## config.mk

```make
export PLATFORM = sky130hd
export DESIGN_NAME = sec_cfg_reg
export DESIGN_NICKNAME = d
export VERILOG_FILES = /design/src/rtl/sec_cfg_pkg.sv /design/src/rtl/sec_cfg_access_check.sv /design/src/rtl/sec_cfg_store.sv /design/src/rtl/sec_cfg_reg.sv
export SDC_FILE = /design/constraint.sdc
export NUM_CORES = 1
export LEC_CHECK = 0
export BUFFER_PORTS_ARGS = -buffer_cell sky130_fd_sc_hd__buf_4
export CORE_MARGIN = 5
export CORE_UTILIZATION = 34
export CTS_CLUSTER_DIAMETER = 120
export DETAILED_ROUTE_END_ITERATION = 12
export PLACE_DENSITY = 0.74
export SLEW_MARGIN = 20
export SYNTH_ARGS = -nofsm -noshare
export SYNTH_HDL_FRONTEND = slang
export SYNTH_SLANG_ARGS = --single-unit
```

## constraint.sdc

```tcl
create_clock -name clk -period 0.85 [get_ports clk]
set_clock_uncertainty 0.05 [all_clocks]
set_input_delay 0.255 -clock clk [delete_from_list [all_inputs] [get_ports clk]]
set_output_delay 0.255 -clock clk [all_outputs]
set_load 0.02 [all_outputs]
```

## src/rtl/sec_cfg_pkg.sv

```systemverilog
package sec_cfg_pkg;

  localparam int CFG_W = 32;

  // field positions that neighbouring logic decodes
  localparam int F_NS   = 0;
  localparam int F_HCE  = 8;
  localparam int F_TWI  = 12;
  localparam int F_TWE  = 13;
  localparam int F_TERR = 15;

  typedef enum logic [1:0] {
    TGT_NONE = 2'd0,
    TGT_EL2  = 2'd1,
    TGT_HYP  = 2'd2,
    TGT_EL3  = 2'd3
  } trap_tgt_e;

  typedef struct packed {
    logic      ok;
    logic      undef;
    logic      trap;
    trap_tgt_e tgt;
  } verdict_t;

  function automatic logic [CFG_W-1:0] cfg_writable(input bit has_el2, input bit has_err);
    logic [CFG_W-1:0] m;
    m         = '0;
    m[9:0]    = '1;
    m[F_HCE]  = has_el2;
    m[F_TWI]  = 1'b1;
    m[F_TWE]  = 1'b1;
    m[F_TERR] = has_err;
    return m;
  endfunction

endpackage

```

## src/rtl/sec_cfg_access_check.sv

```systemverilog
module sec_cfg_access_check
  import sec_cfg_pkg::*;
#(
  parameter bit HAS_EL2 = 1'b1
) (
  input  logic [1:0] el,
  input  logic       nonsecure,
  input  logic       el2_en,
  input  logic       el2_is64,
  input  logic       el3_is64,
  input  logic       t1,
  output verdict_t   verdict
);

  logic el2_a64;
  logic el2_a32;

  generate
    if (HAS_EL2) begin : g_el2
      assign el2_a64 = el2_en &  el2_is64;
      assign el2_a32 = el2_en & ~el2_is64;
    end else begin : g_no_el2
      logic unused_el2;
      assign unused_el2 = el2_en ^ el2_is64;
      assign el2_a64 = 1'b0;
      assign el2_a32 = 1'b0;
    end
  endgenerate

  always_comb begin
    verdict = '0;
    unique case (el)
      2'd3: verdict.ok = 1'b1;
      2'd1: begin
        if (el2_a64 && t1) begin
          verdict.trap = 1'b1;
          verdict.tgt  = TGT_EL2;
        end else if (el2_a32 && t1) begin
          verdict.trap = 1'b1;
          verdict.tgt  = TGT_HYP;
        end else if (el2_a64 && !nonsecure) begin
          verdict.trap = 1'b1;
          verdict.tgt  = TGT_EL2;
        end else if (el3_is64 && !nonsecure) begin
          verdict.trap = 1'b1;
          verdict.tgt  = TGT_EL3;
        end else begin
          verdict.undef = 1'b1;
        end
      end
      default: verdict.undef = 1'b1;
    endcase
  end

endmodule

```

## src/rtl/sec_cfg_store.sv

```systemverilog
module sec_cfg_store #(
  parameter int             W      = 32,
  parameter logic [W-1:0]   MASK   = '1,
  parameter int             NS_IDX = 0
) (
  input  logic         clk,
  input  logic         rst,
  input  logic         wr_en,
  input  logic [W-1:0] wdata,
  input  logic         tge,
  output logic [W-1:0] cfg_q
);

  logic [W-1:0] nxt;
  logic         ns_block;

  assign ns_block = tge & ~cfg_q[NS_IDX] & wdata[NS_IDX];

  always_comb begin
    nxt = wdata & MASK;
    if (ns_block) nxt[NS_IDX] = 1'b0;
  end

  always_ff @(posedge clk) begin
    if (rst)        cfg_q <= '0;
    else if (wr_en) cfg_q <= nxt;
  end

  // a TGE-gated write never raises the non-secure flag
  a_r9_tge_holds_ns: assert property (@(posedge clk) disable iff (rst)
    (wr_en && tge && !cfg_q[NS_IDX]) |=> !cfg_q[NS_IDX]);

  // bits outside the mask never become set
  a_r3_masked_write: assert property (@(posedge clk) disable iff (rst)
    wr_en |=> ((cfg_q & ~MASK) == '0));

endmodule

```

## src/rtl/sec_cfg_reg.sv

```systemverilog
module sec_cfg_reg
  import sec_cfg_pkg::*;
#(
  parameter bit               HAS_EL2     = 1'b1,
  parameter bit               HAS_ERR_REC = 1'b1,
  parameter int               SYN_W       = 8,
  parameter logic [SYN_W-1:0] TRAP_CODE   = 'h03
) (
  input  logic             clk,
  input  logic             rst,
  input  logic             req_valid,
  input  logic             req_write,
  input  logic [CFG_W-1:0] req_wdata,
  input  logic [1:0]       req_el,
  input  logic             req_nonsecure,
  input  logic             hyp_el2_en,
  input  logic             hyp_el2_is64,
  input  logic             mon_el3_is64,
  input  logic             hyp_t1,
  input  logic             hyp_tge,
  output logic             rsp_valid,
  output logic             rsp_ok,
  output logic             rsp_undef,
  output logic             rsp_trap,
  output logic [1:0]       rsp_trap_target,
  output logic [SYN_W-1:0] rsp_syndrome,
  output logic [CFG_W-1:0] rsp_rdata,
  output logic [CFG_W-1:0] cfg_o
);

  localparam logic [CFG_W-1:0] WR_MASK = cfg_writable(HAS_EL2, HAS_ERR_REC);

  verdict_t         verdict;
  logic             wr_en;
  logic [CFG_W-1:0] cfg_q;

  sec_cfg_access_check #(.HAS_EL2(HAS_EL2)) u_check (
    .el        (req_el),
    .nonsecure (req_nonsecure),
    .el2_en    (hyp_el2_en),
    .el2_is64  (hyp_el2_is64),
    .el3_is64  (mon_el3_is64),
    .t1        (hyp_t1),
    .verdict   (verdict)
  );

  assign wr_en = req_valid & req_write & verdict.ok;

  sec_cfg_store #(.W(CFG_W), .MASK(WR_MASK), .NS_IDX(F_NS)) u_store (
    .clk   (clk),
    .rst   (rst),
    .wr_en (wr_en),
    .wdata (req_wdata),
    .tge   (hyp_tge),
    .cfg_q (cfg_q)
  );

  assign cfg_o = cfg_q;

  always_ff @(posedge clk) begin
    if (rst) begin
      rsp_valid       <= 1'b0;
      rsp_ok          <= 1'b0;
      rsp_undef       <= 1'b0;
      rsp_trap        <= 1'b0;
      rsp_trap_target <= '0;
      rsp_syndrome    <= '0;
      rsp_rdata       <= '0;
    end else begin
      rsp_valid       <= req_valid;
      rsp_ok          <= req_valid & verdict.ok;
      rsp_undef       <= req_valid & verdict.undef;
      rsp_trap        <= req_valid & verdict.trap;
      rsp_trap_target <= req_valid ? verdict.tgt : 2'd0;
      rsp_syndrome    <= (req_valid && verdict.trap) ? TRAP_CODE : '0;
      rsp_rdata       <= (req_valid && verdict.ok && !req_write) ? cfg_q : '0;
    end
  end

  // one response per request, one cycle later
  a_r10_resp_follows_req: assert property (@(posedge clk) disable iff (rst)
    req_valid |=> rsp_valid);
  a_r10_no_spurious_resp: assert property (@(posedge clk) disable iff (rst)
    !req_valid |=> !rsp_valid);
  a_r10_single_outcome: assert property (@(posedge clk) disable iff (rst)
    rsp_valid |-> ($countones({rsp_ok, rsp_undef, rsp_trap}) == 1));

  // levels 0 and 2 are always undefined
  a_r4_low_levels_undef: assert property (@(posedge clk) disable iff (rst)
    (req_valid && (req_el == 2'd0 || req_el == 2'd2)) |=> rsp_undef);

  // traps carry the fixed syndrome
  a_r6_trap_syndrome: assert property (@(posedge clk) disable iff (rst)
    rsp_trap |-> (rsp_syndrome == TRAP_CODE && rsp_trap_target != 2'd0));

  // refused writes leave the register alone, refused reads give zero
  a_r8_refused_stable: assert property (@(posedge clk) disable iff (rst)
    (req_valid && req_write && !verdict.ok) |=> $stable(cfg_q));
  a_r8_refused_zero: assert property (@(posedge clk) disable iff (rst)
    (rsp_valid && !rsp_ok) |-> (rsp_rdata == '0));

endmodule

```

== Word level (Yosys, flattened, before mapping) ==
Index checks and enable logic that the tools add are counted.

* Flip-flop bits (word level): 40

* Equality and inequality tests: 2
* Muxes and demuxes: 13
* Bitwise logic cells: 14
* Reductions and logical operators: 12

{| class="wikitable"
|+ Operators by type and width
! cell !! number
|-
| 2-to-1 mux 3 bit || 5
|-
| AND 1 bit || 9
|-
| logical AND 1 bit || 7
|-
| 2-to-1 mux 1 bit || 6
|-
| NOT 1 bit || 5
|-
| OR reduction 4 bit || 1
|-
| OR reduction 3 bit || 1
|-
| equality test 2 x 1 -> 1 bit (second input constant) || 1
|-
| equality test 2 bit (second input constant) || 1
|-
| logical NOT 1 bit || 2
|-
| 2-to-1 mux 2 bit || 1
|-
| case mux 1 bit (2 select lines) || 1
|-
| OR reduction 2 bit || 1
|}

== Longest topological paths before layout ==
Gate-level depths: netlist (run 1).

* Depth after elaboration: 9
* Mapped depth: 4
* Mapped depth without buffers: 3

== Cells and area by module ==
Synthesis (run 1) repeated with hierarchy kept, for this count alone.

* Cells, all modules: 167
* Area, all modules: 1,851.8 sq um

{| class="wikitable"
|+ By module, submodules not included
! module !! instances !! cells an instance !! area each (sq um)
|-
| sec_cfg_reg || 1 || 90 || 1,129.8
|-
| sec_cfg_store || 1 || 64 || 636.9
|-
| sec_cfg_access_check || 1 || 13 || 85.1
|}

== Least setup slack after synthesis (run 1) ==
Ideal clock, no wire load.

* Path type: flip-flop to output port
* Start point: reg rsp_syndrome[0]
* End point: out rsp_syndrome[0]
* Arrival time: 0.617 ns
* Setup slack: -0.072 ns
* Cell stages (with the launch flop): 2
* Path buffers: 1
* Cells stage by stage: dfxtp_1 buf_4

{| class="wikitable"
|+ RTL lines
! item !! RTL line !! text
|-
| start, declared || sec_cfg_reg.sv:26 || <nowiki>output logic [SYN_W-1:0] rsp_syndrome,</nowiki>
|-
| start signal, assigned || sec_cfg_reg.sv:75 || <nowiki>rsp_syndrome <= (req_valid && verdict.trap) ? TRAP_CODE : '0;</nowiki>
|}

No word-level cell between the ends.

==> flow_summary.ini, run 1 <==
[setup_path]
critical_path_required_ns = 0.54
cp_slowest_stage_delay_ns = 0.33
worstPathArrival_ns = 0.76
setup.worst_path.end_class = primary output
crit_type = reg2out
worstPathCellList = buf_4
cp_top_family = flip-flops
cp_slowest_cell = dfxtp_2
critPathBufInv = 1
crit_path_start_kind = flop
cp_max_fo = 3

[clocking]
cts_tree = built
clk_latency_ns = 0.28
numClockSinks = 32
clk_path_buf_depth = 2
clkSlewWorstSetupHoldPaths_ns = 0.06
postCtsHoldBufs = 0
cts_made_buffers = 5
cts_max_level = 2
cts-root-buf = clkbuf_8

[detailed_routing]
totalWireLength_um = 3580
ant_nets = 0
drt_iter0_markers = 36
dr.pass1.iters = 4
vias = 1159
viasPerCell = 4.07
avgRoutedWirePerCell_um = 12.6
drcViolationCount = 0

[finish]
final_cell_mix = conb_1 (44), buf_4 (43), buf_6 (36)
nNetsFinal = 278
insertedDiodeCount = 0
drive_above_1_share_pct = 58.7
layout_commonest_cell = conb_1
nFillCells = 323
area_delta_synth_final_pct = 58.2
fin_area_um2 = 2220
fin_util_pct = 55.6

[floorplan]
rows = 23
fp.dieH_um = 74.3
pin_count = 122
die-area_um2 = 5520
die_w_um = 74.3
initial_core_util_pct = 35.1
core_um2 = 4000

[place]
place_congestion = 0.780
place.detailed.hpwl_um = 2360
placed_area_um2 = 1780
io_buffers = 58

[power_and_ir_drop]
power.total_mw = 3.49
p_per_area_nw_per_um2 = 1570
ir_drop_mv = 0.550
p_leak_nw = 1.07

[sta]
hold_ws_ns = 0.134
setup_viol = 35
fmax_ghz = 0.943
setup_tns_ns = -6.28
worst_slack_ns = -0.210
hold_viol_final = 0
drv_slew = 0
fin_crit_sh_pct = 125
fin_crit_ns = 1.06
rsz0062_at_grt = yes

[logic_synthesis]
synth.distinct_cells = 23
yosys_warnings = 0
synth_seq_area_share_pct = 45.6
synth_area_um2 = 1410
syn_inst = 153
synth.avg_cell_area_um2 = 9.18
yosys_register_bits = 32

[global_route]
grt.overflow.total = 0
antenna_found_initial = 0
grt_pass1_wl_um = 4800
grt_use_total_pct = 12.0
grt_pass1_vias = 1113
grt_max_degree = 14

[outcome]
violations = setup timing
status = finished, violations left

[run]
maxCapViolCount = 0

[min_path]
hold_class = in2reg
## per-stage QoR
stage	instances	setup slack (ns)
finish	285	-0.210
global route	285	-0.231
CTS	280	-0.219
detailed placement	263	-0.276
global placement	263	-0.253
floorplan	196	-0.0577
## flip-flops by register name (all words and copies together), names as in the netlist
name / cells
rsp_trap_target: 2
rsp_rdata: 13
rsp_syndrome: 1
u_store.cfg_q: 13
rsp_ok: 1
rsp_valid: 1
rsp_undef: 1
## cell usage after synthesis
library cell | n | share of area [%]
nand4b_1 | 1 | 0.62
buf_2 | 1 | 0.36
nand4_1 | 1 | 0.45
nand2_1 | 25 | 6.7
a21oi_1 | 14 | 5.0
nor3_4 | 1 | 1.2
nand2b_1 | 2 | 0.89
clkbuf_1 | 1 | 0.27
nand2b_4 | 1 | 0.98
buf_4 | 46 | 25
dfxtp_1 | 32 | 46
buf_6 | 2 | 1.6
nand3b_1 | 1 | 0.53
a22o_1 | 1 | 0.62
and4_4 | 1 | 0.80
conb_1 | 1 | 0.27
nor2_1 | 2 | 0.53
a311oi_2 | 1 | 1.1
nand2_2 | 1 | 0.45
and2_1 | 13 | 5.8
nor3_1 | 2 | 0.71
o21a_1 | 1 | 0.53
inv_1 | 2 | 0.53
## power breakdown
| part | leakage (nW) | switching, mW | internal [mW] |
|---|---|---|---|
| combinational | 0.740 | 0.319 | 0.190 |
| sequential | 0.274 | 0.0141 | 1.52 |
| clock | 0.0541 | 0.573 | 0.867 |
| total | 1.07 | 0.906 | 2.58 |
## cells by family after synthesis
logic type	share of synthesized area, %
AOI/OAI and AO/OA	7.21
other	0.267
buffers and inverters	27.3
and+or+nand+nor	19.6
DFF	45.6
## routing by layer
layer / wire (µm) / track usage (%) / part of all wire, %
met5: 0 / 0 / 0
met4: 91 / 7.91 / 2.5
met3: 330 / 3.11 / 9.2
met2: 1970 / 23.3 / 55
met1: 1180 / 10.6 / 33
## repair_timing
item,4_1_cts,5_1_grt
setup buffers,9,5
pin swaps,0,3
endpoints found under the setup margin,34,35
gates resized for setup,62,18
## layout make-up
type | count | area, µm² | area share [%]
well taps | 50 | 62.6 | 2.81
multi-input cells | 112 | 593 | 26.7
inverters | 2 | 7.51 | 0.338
flip-flops and latches | 32 | 681 | 30.6
repair buffers | 81 | 768 | 34.6
clock inverters | 3 | 42.5 | 1.91
clock buffers | 5 | 68.8 | 3.10
## worst paths after layout
check / from / end / slack, ns / depth (start not counted)
setup / recovery: rsp_syndrome[0] / rsp_syndrome[1] / -0.21 / 1
hold / removal: req_el[0] / rsp_undef / 0.13 / 2
setup reg to reg: u_store.cfg_q[12] / rsp_rdata[12] / -0.01 / 3
hold reg to reg: u_store.cfg_q[6] / rsp_rdata[6] / 0.43 / 1
(Power assumes the default switching activity.)
==> run 2, diff against run 1 <==
--- a/config.mk
+++ b/config.mk
@@ -10,7 +10,7 @@
 export CORE_UTILIZATION = 34
 export CTS_CLUSTER_DIAMETER = 120
 export DETAILED_ROUTE_END_ITERATION = 12
-export PLACE_DENSITY = 0.74
+export PLACE_DENSITY = 0.77
 export SLEW_MARGIN = 20
 export SYNTH_ARGS = -nofsm -noshare
 export SYNTH_HDL_FRONTEND = slang
==> flow_summary.ini, run 2 (same netlist as run 1, synthesis figures left out) <==
[detailed_routing]
viasPerCell = 4.12
drt_iter0_markers = 71
vias = 1166
ant_nets = 0
drcViolationCount = 0
totalWireLength_um = 3670
avgRoutedWirePerCell_um = 13.0
dr.pass1.iters = 4

[setup_path]
regToRegSetupSlack_ns = 0.01
cp_slowest_stage_delay_ns = 0.36
r2r-start = u_store.cfg_q[6]
worstPathArrival_ns = 0.76
critPathBufInv = 1
cp_slowest_cell = dfxtp_4
critical_path_required_ns = 0.54
critical_path_depth = 1
cp_top_family = flip-flops
setup.worst_path.end_class = primary output
r2r_cells = 3
crit_type = reg2out
worstPathCellList = buf_6
crit_path_start_kind = flop
reg2reg_to = rsp_rdata[6]
cp_max_fo = 3

[global_route]
grt_pass1_vias = 1112
grt_use_total_pct = 11.8
grt_pass1_wl_um = 4840
antenna_found_initial = 0
grt_max_degree = 14
grt.overflow.total = 0

[clocking]
postCtsHoldBufs = 0
cts-root-buf = clkbuf_8
clk_path_buf_depth = 2
cts_max_level = 2
cts_made_buffers = 5
cts_tree = built
clk_latency_ns = 0.28
numClockSinks = 32
clkSlewWorstSetupHoldPaths_ns = 0.07

[floorplan]
die-area_um2 = 5520
core_um2 = 4000
fp.dieH_um = 74.3
initial_core_util_pct = 35.1
pin_count = 122
die_w_um = 74.3
rows = 23

[run]
maxCapViolCount = 0

[sta]
fin_crit_sh_pct = 126
drv_slew = 0
fin_crit_ns = 1.07
hold_viol_final = 0
setup_tns_ns = -6.52
rsz0062_at_grt = yes
fmax_ghz = 0.935
setup_viol = 34
worst_slack_ns = -0.220

[finish]
final_cell_mix = conb_1 (44), buf_4 (38), buf_6 (38)
nFillCells = 325
ff_latch_area_um2 = 683
nNetsFinal = 276
multi_input_area_um2 = 583
insertedDiodeCount = 0
fin_area_um2 = 2200
layout_commonest_cell = conb_1
drive_above_1_share_pct = 57.1
area_delta_synth_final_pct = 56.6
largest_registers = rsp_rdata (13), u_store.cfg_q (13), rsp_trap_target (2)

[power_and_ir_drop]
power.total_mw = 3.50
p_leak_nw = 1.05
ir_drop_mv = 0.594
p_per_area_nw_per_um2 = 1590

[place]
place_congestion = 0.793
io_buffers = 58
placed_area_um2 = 1770
place.detailed.hpwl_um = 2370

[min_path]
hold_class = in2reg
holdPathStages = 2
worstHoldEndpoint = rsp_trap_target[0]
min_from = hyp_el2_is64

[outcome]
violations = setup timing
status = finished, violations left
## run 2: layout make-up
cell class | instances | area share, %
inverter | 2 | 0.341
multi-input combinational | 113 | 26.5
clock inverter | 3 | 1.93
sequential | 32 | 31.0
tap | 50 | 2.84
timing repair buffer | 78 | 34.2
clock buffer | 5 | 3.13
## run 2: worst max-delay path by stage
stage                    start                 end  slack (ns)
2_1_floorplan    req_nonsecure  rsp_trap_target[0]       -0.06
3_3_place_gp         req_el[1]  rsp_trap_target[0]       -0.26
5_1_grt        rsp_syndrome[0]     rsp_syndrome[1]       -0.24
4_1_cts        rsp_syndrome[0]     rsp_syndrome[1]       -0.22
3_5_place_dp     req_nonsecure  rsp_trap_target[0]       -0.27
6_report       rsp_syndrome[0]     rsp_syndrome[1]       -0.22
## run 2: per-layer routing
layer,part of all wire (%),GRT usage (%)
met5,0,0
met4,2.2,7.71
met3,8.9,2.30
met2,57,22.7
met1,32,11.1
## run 2: per-stage QoR
step	instances	setup WS (ns)	hold WS, ns	utilization, %
floorplan	196	-0.0577	0.274	-
global placement	262	-0.261	0.404	44.4
detailed placement	262	-0.272	0.408	44.4
CTS	278	-0.220	0.116	52.5
global route	283	-0.242	0.150	55.0
finish	283	-0.220	0.150	55.0
## run 2: timing repair
item	CTS	global route
pin swaps	0	3
resized for setup	62	17
cloned	0	1
endpoints found under the setup margin	34	36
buffers inserted	8	4
## run 2: power breakdown
part	switching, mW	total [mW]	internal [mW]
registers	0.0152	1.54	1.52
logic	0.320	0.508	0.188
clock network	0.583	1.45	0.867
